===== config.mk =====
export PLATFORM = sky130hd
export DESIGN_NAME = edge_irq_evt_ctrl
export DESIGN_NICKNAME = d
export VERILOG_FILES = /design/src/rtl/eic_pkg.sv /design/src/rtl/eic_cfg_regs.sv /design/src/rtl/eic_edge_det.sv /design/src/rtl/eic_pend.sv /design/src/rtl/edge_irq_evt_ctrl.sv
export SDC_FILE = /design/constraint.sdc
export NUM_CORES = 1
export LEC_CHECK = 0
export ABC_AREA = 1
export BUFFER_PORTS_ARGS = -buffer_cell sky130_fd_sc_hd__buf_2
export CAP_MARGIN = 10
export CORE_UTILIZATION = 57
export CTS_BUF_LIST = sky130_fd_sc_hd__clkbuf_8
export DETAILED_ROUTE_END_ITERATION = 10
export GPL_TIMING_DRIVEN = 0
export HOLD_SLACK_MARGIN = 0.06
export PLACE_DENSITY = 0.83
export SETUP_SLACK_MARGIN = 0.5
export SYNTH_ARGS = -nofsm -noshare
export SYNTH_HDL_FRONTEND = slang
export SYNTH_HIERARCHICAL = 1
export SYNTH_SLANG_ARGS = --single-unit

===== constraint.sdc =====
create_clock -name clk -period 2.16 [get_ports clk]
set_input_delay 0.432 -clock clk [delete_from_list [all_inputs] [get_ports clk]]
set_output_delay 0.432 -clock clk [all_outputs]
set_load 0.1 [all_outputs]

===== src/rtl/eic_pkg.sv =====
package eic_pkg;
  localparam int SEL_W = 3;
  typedef enum logic [SEL_W-1:0] {
    SEL_RISE = 3'd0,
    SEL_FALL = 3'd1,
    SEL_IMSK = 3'd2,
    SEL_EMSK = 3'd3,
    SEL_PEND = 3'd4,
    SEL_SWT  = 3'd5
  } sel_e;
endpackage


===== src/rtl/eic_cfg_regs.sv =====
module eic_cfg_regs
  import eic_pkg::*;
#(
  parameter int NUM_LINES = 24
) (
  input  logic                 clk,
  input  logic                 rst_n,
  input  logic                 wr_en,
  input  logic [SEL_W-1:0]     wr_sel,
  input  logic [NUM_LINES-1:0] wr_data,
  output logic [NUM_LINES-1:0] rise_en,
  output logic [NUM_LINES-1:0] fall_en,
  output logic [NUM_LINES-1:0] irq_msk,
  output logic [NUM_LINES-1:0] evt_msk,
  output logic [NUM_LINES-1:0] sw_hit,
  output logic [NUM_LINES-1:0] pend_clr
);
  function automatic logic [NUM_LINES-1:0] strobe_for(
    input logic en, input logic [SEL_W-1:0] sel, input sel_e want,
    input logic [NUM_LINES-1:0] d);
    return (en && sel == want) ? d : '0;
  endfunction

  assign sw_hit   = strobe_for(wr_en, wr_sel, SEL_SWT,  wr_data);
  assign pend_clr = strobe_for(wr_en, wr_sel, SEL_PEND, wr_data);

  always_ff @(posedge clk) begin
    if (!rst_n) begin
      rise_en <= '0;
      fall_en <= '0;
      irq_msk <= '0;
      evt_msk <= '0;
    end else if (wr_en) begin
      case (wr_sel)
        SEL_RISE: rise_en <= wr_data;
        SEL_FALL: fall_en <= wr_data;
        SEL_IMSK: irq_msk <= wr_data;
        SEL_EMSK: evt_msk <= wr_data;
        default: ;
      endcase
    end
  end
endmodule


===== src/rtl/eic_edge_det.sv =====
module eic_edge_det #(
  parameter int NUM_LINES = 24
) (
  input  logic                 clk,
  input  logic                 rst_n,
  input  logic [NUM_LINES-1:0] line_in,
  input  logic [NUM_LINES-1:0] rise_en,
  input  logic [NUM_LINES-1:0] fall_en,
  input  logic [NUM_LINES-1:0] sw_hit,
  output logic [NUM_LINES-1:0] raw_hit,
  output logic [NUM_LINES-1:0] det_q
);
  logic [NUM_LINES-1:0] prev_q;

  function automatic logic [NUM_LINES-1:0] edge_select(
    input logic [NUM_LINES-1:0] now, input logic [NUM_LINES-1:0] was,
    input logic [NUM_LINES-1:0] ren, input logic [NUM_LINES-1:0] fen);
    return (now & ~was & ren) | (~now & was & fen);
  endfunction

  assign raw_hit = edge_select(line_in, prev_q, rise_en, fall_en) | sw_hit;

  always_ff @(posedge clk) begin
    if (!rst_n) begin
      prev_q <= '0;
      det_q  <= '0;
    end else begin
      prev_q <= line_in;
      det_q  <= raw_hit;
    end
  end


  no_unenabled_det_chk: assert property (@(posedge clk) disable iff (!rst_n)
    (det_q & ~$past(sw_hit) & ~$past(rise_en | fall_en)) == '0);
endmodule


===== src/rtl/eic_pend.sv =====
module eic_pend #(
  parameter int NUM_LINES = 24
) (
  input  logic                 clk,
  input  logic                 rst_n,
  input  logic [NUM_LINES-1:0] det,
  input  logic [NUM_LINES-1:0] irq_msk,
  input  logic [NUM_LINES-1:0] clr,
  output logic [NUM_LINES-1:0] pend_q
);
  logic [NUM_LINES-1:0] set_bits;

  function automatic logic [NUM_LINES-1:0] next_pend(
    input logic [NUM_LINES-1:0] cur, input logic [NUM_LINES-1:0] s,
    input logic [NUM_LINES-1:0] c);
    return (cur & ~c) | s;
  endfunction

  assign set_bits = det & irq_msk;

  always_ff @(posedge clk) begin
    if (!rst_n) pend_q <= '0;
    else        pend_q <= next_pend(pend_q, set_bits, clr);
  end


  no_spurious_pend_chk: assert property (@(posedge clk) disable iff (!rst_n)
    (pend_q & ~$past(pend_q) & ~$past(set_bits)) == '0);

  clear_takes_chk: assert property (@(posedge clk) disable iff (!rst_n)
    (pend_q & $past(clr & ~set_bits)) == '0);

  set_beats_clear_chk: assert property (@(posedge clk) disable iff (!rst_n)
    (~pend_q & $past(set_bits)) == '0);
endmodule


===== src/rtl/edge_irq_evt_ctrl.sv =====
module edge_irq_evt_ctrl
  import eic_pkg::*;
#(
  parameter int NUM_LINES = 24
) (
  input  logic                 clk,
  input  logic                 rst_n,
  input  logic [NUM_LINES-1:0] line_in,
  input  logic                 wr_en,
  input  logic [2:0]           wr_sel,
  input  logic [NUM_LINES-1:0] wr_data,
  input  logic [2:0]           rd_sel,
  output logic [NUM_LINES-1:0] rd_data,
  output logic [NUM_LINES-1:0] irq_out,
  output logic [NUM_LINES-1:0] evt_out
);
  logic [NUM_LINES-1:0] rise_en, fall_en, irq_msk, evt_msk;
  logic [NUM_LINES-1:0] sw_hit, pend_clr, raw_hit, det_q, pend_q;

  eic_cfg_regs #(.NUM_LINES(NUM_LINES)) u_cfg (
    .clk(clk), .rst_n(rst_n), .wr_en(wr_en), .wr_sel(wr_sel),
    .wr_data(wr_data), .rise_en(rise_en), .fall_en(fall_en),
    .irq_msk(irq_msk), .evt_msk(evt_msk), .sw_hit(sw_hit),
    .pend_clr(pend_clr));

  eic_edge_det #(.NUM_LINES(NUM_LINES)) u_det (
    .clk(clk), .rst_n(rst_n), .line_in(line_in), .rise_en(rise_en),
    .fall_en(fall_en), .sw_hit(sw_hit), .raw_hit(raw_hit), .det_q(det_q));

  eic_pend #(.NUM_LINES(NUM_LINES)) u_pend (
    .clk(clk), .rst_n(rst_n), .det(det_q), .irq_msk(irq_msk),
    .clr(pend_clr), .pend_q(pend_q));

  assign irq_out = pend_q & irq_msk;
  assign evt_out = det_q & evt_msk;

  always_comb begin
    case (rd_sel)
      SEL_RISE: rd_data = rise_en;
      SEL_FALL: rd_data = fall_en;
      SEL_IMSK: rd_data = irq_msk;
      SEL_EMSK: rd_data = evt_msk;
      SEL_PEND: rd_data = pend_q;
      default:  rd_data = '0;
    endcase
  end


  evt_needs_hit_chk: assert property (@(posedge clk) disable iff (!rst_n)
    (evt_out & ~$past(raw_hit)) == '0);

  irq_needs_pend_chk: assert property (@(posedge clk) disable iff (!rst_n)
    (irq_out & ~u_pend.pend_q) == '0);
endmodule


==> out/metrics.cfg <==
[yosys]
synth.yosys.seq_area_share_pct=39.5
synth_cells=1376
ys_ff_latch=168
synth_area_um2=8520
yosys.cell_types.count=16
synth_fp_nets=1433
ys_warn_count=6
avgSynthCellArea_um2=6.19

[clock_tree]
cts_tree=done
clkLatencyLatePin_ns=0.47
numCtsBuffers=17
clockRootBuffer=clkbuf_8
htree_levels=4
path_clk_slew_ns=0.08
clock_path_buffers=2
cts.sinks=168

[timing]
setup_viol_count_final=0
finalSetupTns_ns=0
setup_ws_ns=0.199
slew_headroom_pct=45.1
period_needed_ns=1.96
worst_pin_slew_ns=0.824
clock.fmax_mhz=510
final_hold_viol_count=0
rsz0062_at_grt=true
fin_crit_sh_pct=90.8
finalMaxSlewViolations=0
fin_skew_ns=0.00735

[outcome]
status=finished clean

[floorplanning]
dieArea_um2=15400
rows=44
design.core.area_um2=14500
io_pins=129
initial_core_util_pct=58.6
die_h_um=124
fp.dieW_um=124

[critical_path]
cp-end-kind=output pin
arrival_ns=1.53
path_max_fanout=7
critPathRequiredTime_ns=1.73
crit_type=in2out
startpoint_type=input pin

[cells_and_area]
antennaDiodeCount=0
fillers=909
syn_to_final_growth_pct=40.5
drive_above_1_share_pct=27.2
final_cell_mix=275 x nand2_1, 242 x nor2_1, 220 x inv_1
num-nets-final=1586
mostFrequentLayoutCell=nand2_1

[power_and_ir_drop]
ir_drop_uv=381
p_leak_uw=0.00595
powerDensity_nw_per_um2=567

[placed_design]
gp_congestion=0.919
io_buffers=126
preCtsSetupSlack_ns=-0.343
dp_hpwl_mm=19.0

[run]
cap_violations=0

[routing]
vias_per_cell=5.76
routed_wl_mm=32.2
drtAntennaViolNets=0
drt_first_pass_iters=6
num_vias=9946
drtIter0Drc=1208
drcViolationCount=0
detail_route.wl_per_cell_um=18.7

[global_routing]
antenna_found_initial=0
track_usage_pct=38.2
grt_pass1_wl_mm=46.0
grt_pass1_vias=9013
grt-ovfl-total=0
grt_max_degree=17

[worst_hold_path]
hp-class=in2reg

==> per-layer routing <==
layer / share of wire, % / up-vias / GRT usage [%]
met2: 48 / 689 / 64.0
met4: 5.7 / 0 / 22.1
met5: 0 / - / 0
met1: 36 / 4602 / 44.8
met3: 11 / 163 / 8.45
li1: - / 4492 / -
==> registers in the layout, summed over array words and instances, names as in the netlist <==
register,cells
u_cfg/evt_msk,24
u_cfg/fall_en,24
u_cfg/irq_msk,24
u_cfg/rise_en,24
u_det/det_q,24
u_det/prev_q,24
u_pend/pend_q,24
==> logic make-up after synthesis <==
family                 synth area share (%)
DFF                                    39.5
buffers and inverters                  14.6
and+or+nand+nor                        43.7
AOI/OAI and AO/OA                      2.29
==> final cells by class <==
| type | instances | area, um2 | area share, % |
|---|---|---|---|
| Timing Repair Buffer | 134 | 1770 | 14.8 |
| Clock inverter | 12 | 158 | 1.32 |
| Multi-Input combinational cell | 909 | 4700 | 39.3 |
| Buffer | 73 | 552 | 4.61 |
| Clock buffer | 20 | 275 | 2.30 |
| Inverter | 226 | 853 | 7.13 |
| Sequential cell | 168 | 3430 | 28.7 |
| Tap cell | 184 | 230 | 1.92 |
==> worst max-delay path, stage by stage <==
cell and delay [ns]:
buf_12 0.12, nor2_4 0.18, buf_12 0.18, clkbuf_16 0.16
nand3_2 0.07, nand2_2 0.10, nor2_4 0.06, nand2_8 0.06
buf_12 0.16
==> where the power goes <==
part | switching, uW | internal, uW
logic | 690 | 333
clock network | 1160 | 1330
registers | 81.0 | 3190
==> final timing paths <==
| path | startpoint | end | slack (ns) | cells after the start |
|---|---|---|---|---|
| worst max-delay path | rd_sel[0] | rd_data[2] | 0.20 | 9 |
| worst min-delay path | line_in[0] | u_det/prev_q[0] | 0.17 | 3 |
| worst max register to register | u_cfg/rise_en[8] | u_det/det_q[8] | 1.32 | 4 |
| worst min register to register | u_det/det_q[20] | u_pend/pend_q[20] | 0.47 | 2 |
==> cells in the mapped netlist (all sizes together) <==
library cell	instances	area (um2)
a21oi	24	195
buf	60	343
clkbuf	13	48.8
dfxtp	168	3360
inv	226	848
nand2	346	1300
nand3	239	1200
nand4	24	150
nor2	276	1070
==> repair_timing <==
item | in CTS | in global routing
endpoints found under the setup margin | 72 | 68
cloned | 1 | 2
hold buffers | 0 | 0
resized for setup | 247 | 147
pin swaps | 6 | 37
buffers inserted | 4 | 1
==> per-stage QoR <==
step           util, %  power, uW  hold slack (ns)  cell area, um2  cells
6_report          82.4       6780            0.172           12000   1726
5_1_grt           82.4       6960            0.169           12000   1726
4_1_cts           78.7       6670            0.170           11400   1723
3_5_place_dp      69.5       4200            0.460           10100   1686
3_3_place_gp      69.5       4180            0.451           10100   1686
2_1_floorplan        -       3910            0.444            9240   1376
(Power assumes the default switching activity.)
